File: config.mk
export PLATFORM = sky130hd
export DESIGN_NAME = sync_frame_tx
export DESIGN_NICKNAME = d
export VERILOG_FILES = /design/src/rtl/sft_pkg.sv /design/src/rtl/sft_clk.sv /design/src/rtl/sft_frame.sv /design/src/rtl/sync_frame_tx.sv
export SDC_FILE = /design/constraint.sdc
export NUM_CORES = 1
export LEC_CHECK = 0
export BUFFER_PORTS_ARGS = -buffer_cell sky130_fd_sc_hd__buf_4
export CORE_ASPECT_RATIO = 0.5
export CORE_MARGIN = 2
export CORE_UTILIZATION = 53
export DETAILED_ROUTE_END_ITERATION = 12
export PLACE_DENSITY = 0.76
export SETUP_SLACK_MARGIN = 0.4
export SYNTH_ARGS = -nofsm -noshare
export SYNTH_HDL_FRONTEND = slang
export SYNTH_HIERARCHICAL = 1
export SYNTH_SLANG_ARGS = --single-unit
File: constraint.sdc
create_clock -name clk_i -period 2.8 [get_ports clk_i]
set_input_delay 0 -clock clk_i [delete_from_list [all_inputs] [get_ports clk_i]]
set_output_delay 0 -clock clk_i [all_outputs]
set_load 0.05 [all_outputs]
File: src/rtl/sft_pkg.sv
package sft_pkg;
  localparam int DATA_W = 9;

  typedef enum logic [1:0] {
    PAR_NONE = 2'd0,
    PAR_EVEN = 2'd1,
    PAR_ODD  = 2'd2,
    PAR_OFF  = 2'd3
  } par_e;

  typedef enum logic [2:0] {
    ST_IDLE, ST_START, ST_DATA, ST_PAR, ST_STOP
  } st_e;

  typedef struct packed {
    logic [3:0] nbits;
    logic       par_en;
    logic       par_bit;
    logic       two_stop;
    logic       pol;
  } fmt_t;
endpackage

File: src/rtl/sft_clk.sv
module sft_clk #(
  parameter int DIV_W = 8
) (
  input  logic             clk_i,
  input  logic             rst_ni,
  input  logic             master_i,
  input  logic [DIV_W-1:0] div_i,
  input  logic             sclk_i,
  output logic             sclk_o,
  output logic             rise_o,
  output logic             fall_o
);
  logic [DIV_W-1:0] cnt_q;
  logic             sclk_q;
  logic [2:0]       sync_q;
  logic             m_tgl;

  assign m_tgl = master_i && (cnt_q >= div_i);

  always_ff @(posedge clk_i or negedge rst_ni) begin
    if (!rst_ni) begin
      cnt_q  <= '0;
      sclk_q <= 1'b0;
    end else if (!master_i) begin
      cnt_q  <= '0;
    end else if (m_tgl) begin
      cnt_q  <= '0;
      sclk_q <= ~sclk_q;
    end else begin
      cnt_q  <= cnt_q + 1'b1;
    end
  end

  // two-flop synchroniser plus history bit for edge detect
  always_ff @(posedge clk_i or negedge rst_ni) begin
    if (!rst_ni) sync_q <= '0;
    else         sync_q <= {sync_q[1:0], sclk_i};
  end

  assign sclk_o = sclk_q;
  assign rise_o = master_i ? (m_tgl && !sclk_q) : (sync_q[1] && !sync_q[2]);
  assign fall_o = master_i ? (m_tgl &&  sclk_q) : (!sync_q[1] && sync_q[2]);
endmodule

File: src/rtl/sft_frame.sv
module sft_frame
  import sft_pkg::*;
(
  input  logic              clk_i,
  input  logic              rst_ni,
  input  logic              rise_i,
  input  logic              fall_i,
  input  logic [2:0]        len_code_i,
  input  logic [1:0]        parity_i,
  input  logic              two_stop_i,
  input  logic              pol_i,
  input  logic              valid_i,
  input  logic [DATA_W-1:0] data_i,
  output logic              ready_o,
  output logic              txd_o,
  output logic              tick_o
);
  st_e               st_q;
  fmt_t              nxt_fmt_q, cur_fmt_q, fmt_in;
  logic [DATA_W-1:0] nxt_data_q, shreg_q, mask_in;
  logic [3:0]        cnt_q, nb_in;
  logic              loaded_q, act_pol, tick, last_stop, accept;

  assign nb_in = (len_code_i > 3'd4) ? 4'd9 : {1'b0, len_code_i} + 4'd5;

  for (genvar i = 0; i < DATA_W; i++) begin : g_mask
    assign mask_in[i] = nb_in > 4'(i);
  end

  always_comb begin
    fmt_in.nbits    = nb_in;
    fmt_in.par_en   = (parity_i == PAR_EVEN) || (parity_i == PAR_ODD);
    fmt_in.par_bit  = (^(data_i & mask_in)) ^ (parity_i == PAR_ODD);
    fmt_in.two_stop = two_stop_i;
    fmt_in.pol      = pol_i;
  end

  // pending character sets the edge while idle, running frame otherwise
  assign act_pol   = (st_q == ST_IDLE) ? nxt_fmt_q.pol : cur_fmt_q.pol;
  assign tick      = act_pol ? fall_i : rise_i;
  assign last_stop = (st_q == ST_STOP) && (cnt_q == {3'd0, cur_fmt_q.two_stop});
  assign ready_o   = !loaded_q && ((st_q == ST_IDLE) || last_stop);
  assign accept    = valid_i && ready_o;
  assign tick_o    = tick;

  always_ff @(posedge clk_i or negedge rst_ni) begin
    if (!rst_ni) begin
      st_q       <= ST_IDLE;
      nxt_fmt_q  <= '0;
      cur_fmt_q  <= '0;
      nxt_data_q <= '0;
      shreg_q    <= '0;
      cnt_q      <= '0;
      loaded_q   <= 1'b0;
    end else begin
      if (accept) begin
        nxt_fmt_q  <= fmt_in;
        nxt_data_q <= data_i;
        loaded_q   <= 1'b1;
      end
      if (tick) begin
        unique case (st_q)
          ST_IDLE: begin
            if (loaded_q) begin
              cur_fmt_q <= nxt_fmt_q;
              shreg_q   <= nxt_data_q;
              loaded_q  <= 1'b0;
              st_q      <= ST_START;
            end
          end
          ST_START: begin
            st_q  <= ST_DATA;
            cnt_q <= '0;
          end
          ST_DATA: begin
            shreg_q <= shreg_q >> 1;
            if (cnt_q == cur_fmt_q.nbits - 4'd1) begin
              st_q  <= cur_fmt_q.par_en ? ST_PAR : ST_STOP;
              cnt_q <= '0;
            end else begin
              cnt_q <= cnt_q + 4'd1;
            end
          end
          ST_PAR: begin
            st_q  <= ST_STOP;
            cnt_q <= '0;
          end
          ST_STOP: begin
            if (!last_stop) begin
              cnt_q <= cnt_q + 4'd1;
            end else if (loaded_q) begin
              cur_fmt_q <= nxt_fmt_q;
              shreg_q   <= nxt_data_q;
              loaded_q  <= 1'b0;
              st_q      <= ST_START;
            end else begin
              st_q <= ST_IDLE;
            end
          end
          default: st_q <= ST_IDLE;
        endcase
      end
    end
  end

  always_comb begin
    unique case (st_q)
      ST_START: txd_o = 1'b0;
      ST_DATA:  txd_o = shreg_q[0];
      ST_PAR:   txd_o = cur_fmt_q.par_bit;
      default:  txd_o = 1'b1;
    endcase
  end
endmodule

File: src/rtl/sync_frame_tx.sv
module sync_frame_tx
  import sft_pkg::*;
#(
  parameter int DIV_W = 8
) (
  input  logic              clk_i,
  input  logic              rst_ni,
  input  logic              master_i,
  input  logic [DIV_W-1:0]  div_i,
  input  logic              cpol_i,
  input  logic [2:0]        len_code_i,
  input  logic [1:0]        parity_i,
  input  logic              two_stop_i,
  input  logic              tx_valid_i,
  input  logic [DATA_W-1:0] tx_data_i,
  output logic              tx_ready_o,
  input  logic              sclk_i,
  output logic              sclk_o,
  output logic              sclk_oe_o,
  output logic              txd_o
);
  logic clk_rise, clk_fall, frame_tick;

  sft_clk #(.DIV_W(DIV_W)) i_clk (
    .clk_i    (clk_i),
    .rst_ni   (rst_ni),
    .master_i (master_i),
    .div_i    (div_i),
    .sclk_i   (sclk_i),
    .sclk_o   (sclk_o),
    .rise_o   (clk_rise),
    .fall_o   (clk_fall)
  );

  sft_frame i_frame (
    .clk_i      (clk_i),
    .rst_ni     (rst_ni),
    .rise_i     (clk_rise),
    .fall_i     (clk_fall),
    .len_code_i (len_code_i),
    .parity_i   (parity_i),
    .two_stop_i (two_stop_i),
    .pol_i      (cpol_i),
    .valid_i    (tx_valid_i),
    .data_i     (tx_data_i),
    .ready_o    (tx_ready_o),
    .txd_o      (txd_o),
    .tick_o     (frame_tick)
  );

  assign sclk_oe_o = master_i;
endmodule

# Word level (Yosys, flattened, before mapping)
# Index checks and enable logic that the tools add are counted.
word_totals:
  reg_bits: 54
  latchBits: 0
  ram_bits: 0
  rom_bits: 0
  input_bits: 29
  out_inout_bits: 4
  elab_cells: 101
  mem_count: 0
op_classes:
  add_sub_neg: 4
  n_mul: 0
  div: 0
  n_lt_le_gt_ge: 11
  eq_ne: 12
  shifts: 0
  muxes: 28
  n_bitwise: 3
  n_reduce_logical: 25
ops:
  columns: ["operator", "count"]
  rows:
  - ["8-bit 2-to-1 mux", 4]
  - ["9-bit one-hot mux with 3 select lines", 1]
  - ["9-bit 2-to-1 mux", 2]
  - ["4-bit by 3-bit greater-than comparator with 1-bit output (second input constant)", 4]
  - ["8-bit one-hot mux with 2 select lines", 1]
  - ["3-bit one-hot mux with 5 select lines", 1]
  - ["3-bit 2-to-1 mux", 4]
  - ["4-bit 2-to-1 mux", 3]
  - ["4-bit one-hot mux with 3 select lines", 1]
  - ["9-bit AND", 1]
  - ["1-bit 2-to-1 mux", 9]
  - ["3-bit AND reduction", 3]
  - ["9-bit XOR reduction", 1]
  - ["8-bit by 1-bit adder with 8-bit output (second input constant)", 1]
  - ["8-bit greater-or-equal comparator", 1]
  - ["4-bit by 1-bit greater-than comparator with 1-bit output (second input constant)", 2]
  - ["4-bit by 2-bit greater-than comparator with 1-bit output (second input constant)", 2]
  - ["1-bit logical AND", 8]
  - ["3-bit by 2-bit == test with 1-bit output (second input constant)", 2]
  - ["2-bit by 1-bit inequality test with 1-bit output (second input constant)", 3]
  - ["3-bit nonzero test", 2]
  - ["3-bit by 3-bit adder with 4-bit output (second input constant)", 1]
  - ["4-bit by 1-bit adder with 4-bit output (second input constant)", 1]
  - ["4-bit by 1-bit == test with 1-bit output", 1]
  - ["other kinds (20)", 24]

# Longest topological paths before layout
logic_depth:
  word_depth: 10
  mapped_depth: 11
  mapped_depth_nobuf: 10

# By module
# The synthesis kept the hierarchy.
modules_own_cells:
  columns: ["module", "n_inst", "cells_per_inst", "area_per_inst_um2"]
  rows:
  - ["sft_frame", 1, 218, 2273.4]
  - ["sft_clk", 1, 74, 760.7]
  - ["sync_frame_tx", 1, 1, 7.5]

# Worst setup path before layout
# Ideal clock, no wire load.
synth_path:
  kind: "register -> register"
  start: "register i_clk.cnt_q[0]"
  end: "register i_frame/cur_fmt_q[2] (netlist name)"
  arrival_time_ns: 2.708
  path_slack_ns: -0.032
  stages_incl_launch_ff: 11
  n_path_buf: 1
  period_less_slack_ns: 2.832
  cell_sequence: "dfrtp_1 inv_1 ha_1 nand2b_4 a2111oi_4 o311ai_2 a21boi_0 mux2i_4 nor3_2 buf_2 mux2_2"
synth_via:
  elab_chain_cells: 6
  elab_cells_between_ends: 8
synth_rtl:
  columns: ["element", "line", "text"]
  rows:
  - ["start: declaration", "sft_clk.sv:13", "logic [DIV_W-1:0] cnt_q;"]
  - ["start signal: assignment", "sft_clk.sv:30", "cnt_q <= cnt_q + 1'b1;"]
  - ["8-bit greater-or-equal comparator", "sft_clk.sv:18", "assign m_tgl = master_i && (cnt_q >= div_i);"]
  - ["1-bit logical AND", "sft_clk.sv:18", null]
  - ["1-bit logical AND", "sft_clk.sv:41", "assign rise_o = master_i ? (m_tgl && !sclk_q) : (sync_q[1] && !sync_q[2]);"]
  - ["1-bit 2-to-1 mux", "sft_clk.sv:41", null]
  - ["net clk_rise", "sync_frame_tx.sv:22", "logic clk_rise, clk_fall, frame_tick;"]
  - ["1-bit 2-to-1 mux", "sft_frame.sv:40", "assign tick = act_pol ? fall_i : rise_i;"]
  - ["3-bit AND reduction (no line)", null, null]
  - ["end signal: assignment", "sft_frame.sv:65", "cur_fmt_q <= nxt_fmt_q;"]
  - ["end signal: assignment", "sft_frame.sv:92", "cur_fmt_q <= nxt_fmt_q;"]
  - ["end: declaration", "sft_frame.sv:19", "fmt_t nxt_fmt_q, cur_fmt_q, fmt_in;"]
# The timed path passes the listed nets, and every way through them passes these cells.
# A chain may end at the register's enable or synchronous reset.

# Final worst setup path
layout_path:
  start: "register i_clk.cnt_q[0]"
  end: "register i_frame.shreg_q[4]"
layout_via:
  elab_chain_cells: 6
  elab_cells_between_ends: 8
layout_rtl:
  columns: ["element", "line", "text"]
  rows:
  - ["8-bit greater-or-equal comparator", "sft_clk.sv:18", null]
  - ["1-bit logical AND", "sft_clk.sv:18", null]
  - ["1-bit logical AND", "sft_clk.sv:41", null]
  - ["1-bit 2-to-1 mux", "sft_clk.sv:41", null]
  - ["net clk_rise", "sync_frame_tx.sv:22", null]
  - ["1-bit 2-to-1 mux", "sft_frame.sv:40", null]
  - ["3-bit AND reduction (no line)", null, null]
  - ["end signal: assignment", "sft_frame.sv:66", "shreg_q <= nxt_data_q;"]
  - ["end signal: assignment", "sft_frame.sv:76", "shreg_q <= shreg_q >> 1;"]
  - ["end signal: assignment", "sft_frame.sv:93", "shreg_q <= nxt_data_q;"]
  - ["end: declaration", "sft_frame.sv:20", "logic [DATA_W-1:0] nxt_data_q, shreg_q, mask_in;"]
# The timed path passes the listed nets, and every way through them passes these cells.

==> results.cfg <==
[power]
p_comb_share_pct = 38.4
power.static_leakage_nw = 1.810
total_chip_power_mw = 3.283
worst_ir_drop_vdd_v = 0.0005553
internal_power_mw = 2.114
seq_power_share_pct = 40.5
power_switching_mw = 1.169
p_sw_share_pct = 35.60
cellPowerDensity_nw_per_um2 = 848.9
clock_power_share_pct = 21.1

[sta]
max_slew_margin_pct = 54.81
max_freq_ghz = 0.4069
post-route-period-util_pct = 87.77
finalWorstSetupSlack_ns = 0.3425
rsz0062_at_grt = yes
fin_tns_setup_ns = 0
final-max-slew-violation-count = 0
timing_worst_slew_pin_value_ns = 0.6778
final-setup-viol-count = 0
layout_min_cycle_time_ns = 2.458
finalHoldWorstSlack_ns = 0.02349
worst_clock_skew_ns = 0.005628
timing_hold_violations_final = 0

[outcome]
run_status = completed

[setup_path]
r2r_start = i_clk/cnt_q[0]
worst_path_max_delay_cell = a2111oi_4
critical-path-max-stage-delay_ns = 0.44
endpoint_type_of_the_worst_setup_path = flip-flop
rr_worst_depth = 12
reg2reg_slack_ns = 0.34
worstPathArrival_ns = 2.64
timing.critical_path.cells = inv_2 -> ha_4 -> nand2b_4 -> a2111oi_4 -> o311ai_4 -> a21boi_4 -> mux2i_4 -> buf_6 -> nor4b_4 -> buf_12 -> nor2_1 -> a21oi_1
crit_path_start_kind = flip-flop
critPathRequiredTime_ns = 2.98
critical_path.reg2reg.endpoint = i_frame/shreg_q[4]
timing.critical_path.fanout_max = 17
crit_type = flip-flop to flip-flop

[placement]
dp_slack_ns = 0.04459
detailed_place_hpwl_mm = 4.233
post-place-cells = 393
final_gp_congestion = 0.8692
buffer_ports.inserted = 32

[clocking]
clock_insertion_delay_at_the_later_pin_of_the_skew_report_ns = 0.29
clkSinkCount = 54
cts_root_buffer = clkbuf_16
clk_pin_slew_worst_paths_ns = 0.07
cts_buffer_depth = 2
cts_buffers = 5
tritoncts = built
cts_htree_levels = 2

[synth]
synth_nets = 335
synthesis.area_sq_um = 3038
yosys_warnings = 6
post_synth_inst_count = 292
syn_area_per_cell_sq_um = 10.40

[layout]
layout.cells.most_common = dfrtp_1
final_nets = 394
n_fill_cell = 422
final_cells = 425
post_route_cells_drive_above_1_share_pct = 28.13
antennaDiodeCount = 0
most_frequent_cells_in_the_layout = 53 x dfrtp_1, 42 x buf_4, 22 x nor2_1
syn_to_final_growth_pct = 27.31

[hold_path]
hold_path.class = input port to flip-flop
worstHoldEndpoint = i_frame/nxt_fmt_q[3]
hold_path.startpoint = parity_i[1]
holdPathStages = 3

[global_route]
grt_max_degree = 55
antenna_found_initial = 0
number_of_global_route_vias_before_repair = 2375
globalRoute.totalOverflow = 0
track_usage_pct = 21.12
grt_first_pass_wirelength_mm = 10.78

[detailed_routing]
detail_route.drc_violations = 0
wirelength_mm = 6.280
antenna_nets_post_route = 0
drt_iter0_markers = 115
firstDrtPassIters = 4
detailroute.via_count = 2334
post_drt_via_cell_ratio = 5.492
wl_per_cell_um = 14.78

[floorplanning]
floorplan.die.width_um = 111.1
fp.dieArea_sq_um = 6390
floorplan.core_area_sq_um = 5515
floorplan.rows = 19
initial_utilization_pct = 55.08
fp.dieH_um = 57.54
io-pin-count = 33

[job]
cap_viol_max_count = 0
-- routing by layer --
metal  track usage (%)  wire (um)
met5                 0          0
met4             7.055         88
met3             4.251        250
met2             38.65       3152
met1             25.72       2788
-- how the worst max path moves through the flow --
stage / start / end
detailed placement: i_clk/cnt_q[0] / i_frame/cur_fmt_q[1]
floorplan: i_clk/cnt_q[0] / i_frame/cur_fmt_q[2]
finish: i_clk/cnt_q[0] / i_frame/shreg_q[4]
CTS: i_clk/cnt_q[3] / i_frame/shreg_q[4]
global route: i_clk/cnt_q[6] / i_frame/shreg_q[5]
global placement: i_clk/cnt_q[0] / i_frame/cur_fmt_q[6]
-- power by group through the flow --
stage / clock network (mW) / logic (mW) / registers [mW]
after floorplan: 0 / 0.995 / 1.22
after global placement: 0 / 1.15 / 1.31
after detailed placement: 0 / 1.19 / 1.33
after CTS: 0.709 / 1.25 / 1.32
after global routing: 0.745 / 1.38 / 1.37
final: 0.693 / 1.26 / 1.33
-- worst max-delay path: cells and delay by family (launching register included) --
family | cells | cell delay (ns)
buf+inv | 3 | 0.43
compound gates | 4 | 0.79
simple gates | 3 | 0.30
mux | 1 | 0.21
flops | 1 | 0.42
fa+ha+maj | 1 | 0.19
-- metrics by stage --
step / area [sq um] / utilization, %
floorplan: 3073 / -
global placement: 3397 / 61.59
detailed placement: 3397 / 61.59
CTS: 3809 / 69.06
global route: 3867 / 70.12
finish: 3867 / 70.12
-- area by class of cell --
class,instances,area [sq um],share of cell area (%)
multi-input cells,209,1660,42.93
flip-flops and latches,54,1353,34.97
repair buffers,61,521.8,13.49
clock buffers,6,128.9,3.332
well taps,73,91.34,2.362
inverters,20,75.07,1.941
clock inverters,2,37.54,0.9706
-- flip-flops by register name, indices dropped and copies added, names as in the netlist --
name,cells
i_frame/st_q,3
i_clk/cnt_q,8
i_frame/loaded_q,1
i_frame/cnt_q,4
i_frame/cur_fmt_q,8
i_frame/shreg_q,9
i_clk/sclk_o,1
i_clk/sync_q,3
i_frame/nxt_data_q,9
i_frame/nxt_fmt_q,8
-- repair_timing --
item,4_1_cts,5_1_grt
setup buffers,10,1
pin swaps,5,7
hold endpoints to repair,66,0
endpoints found under the setup margin,24,22
gates resized for setup,11,9
hold buffers,13,0
No activity file was read; power rests on OpenSTA's default activity.
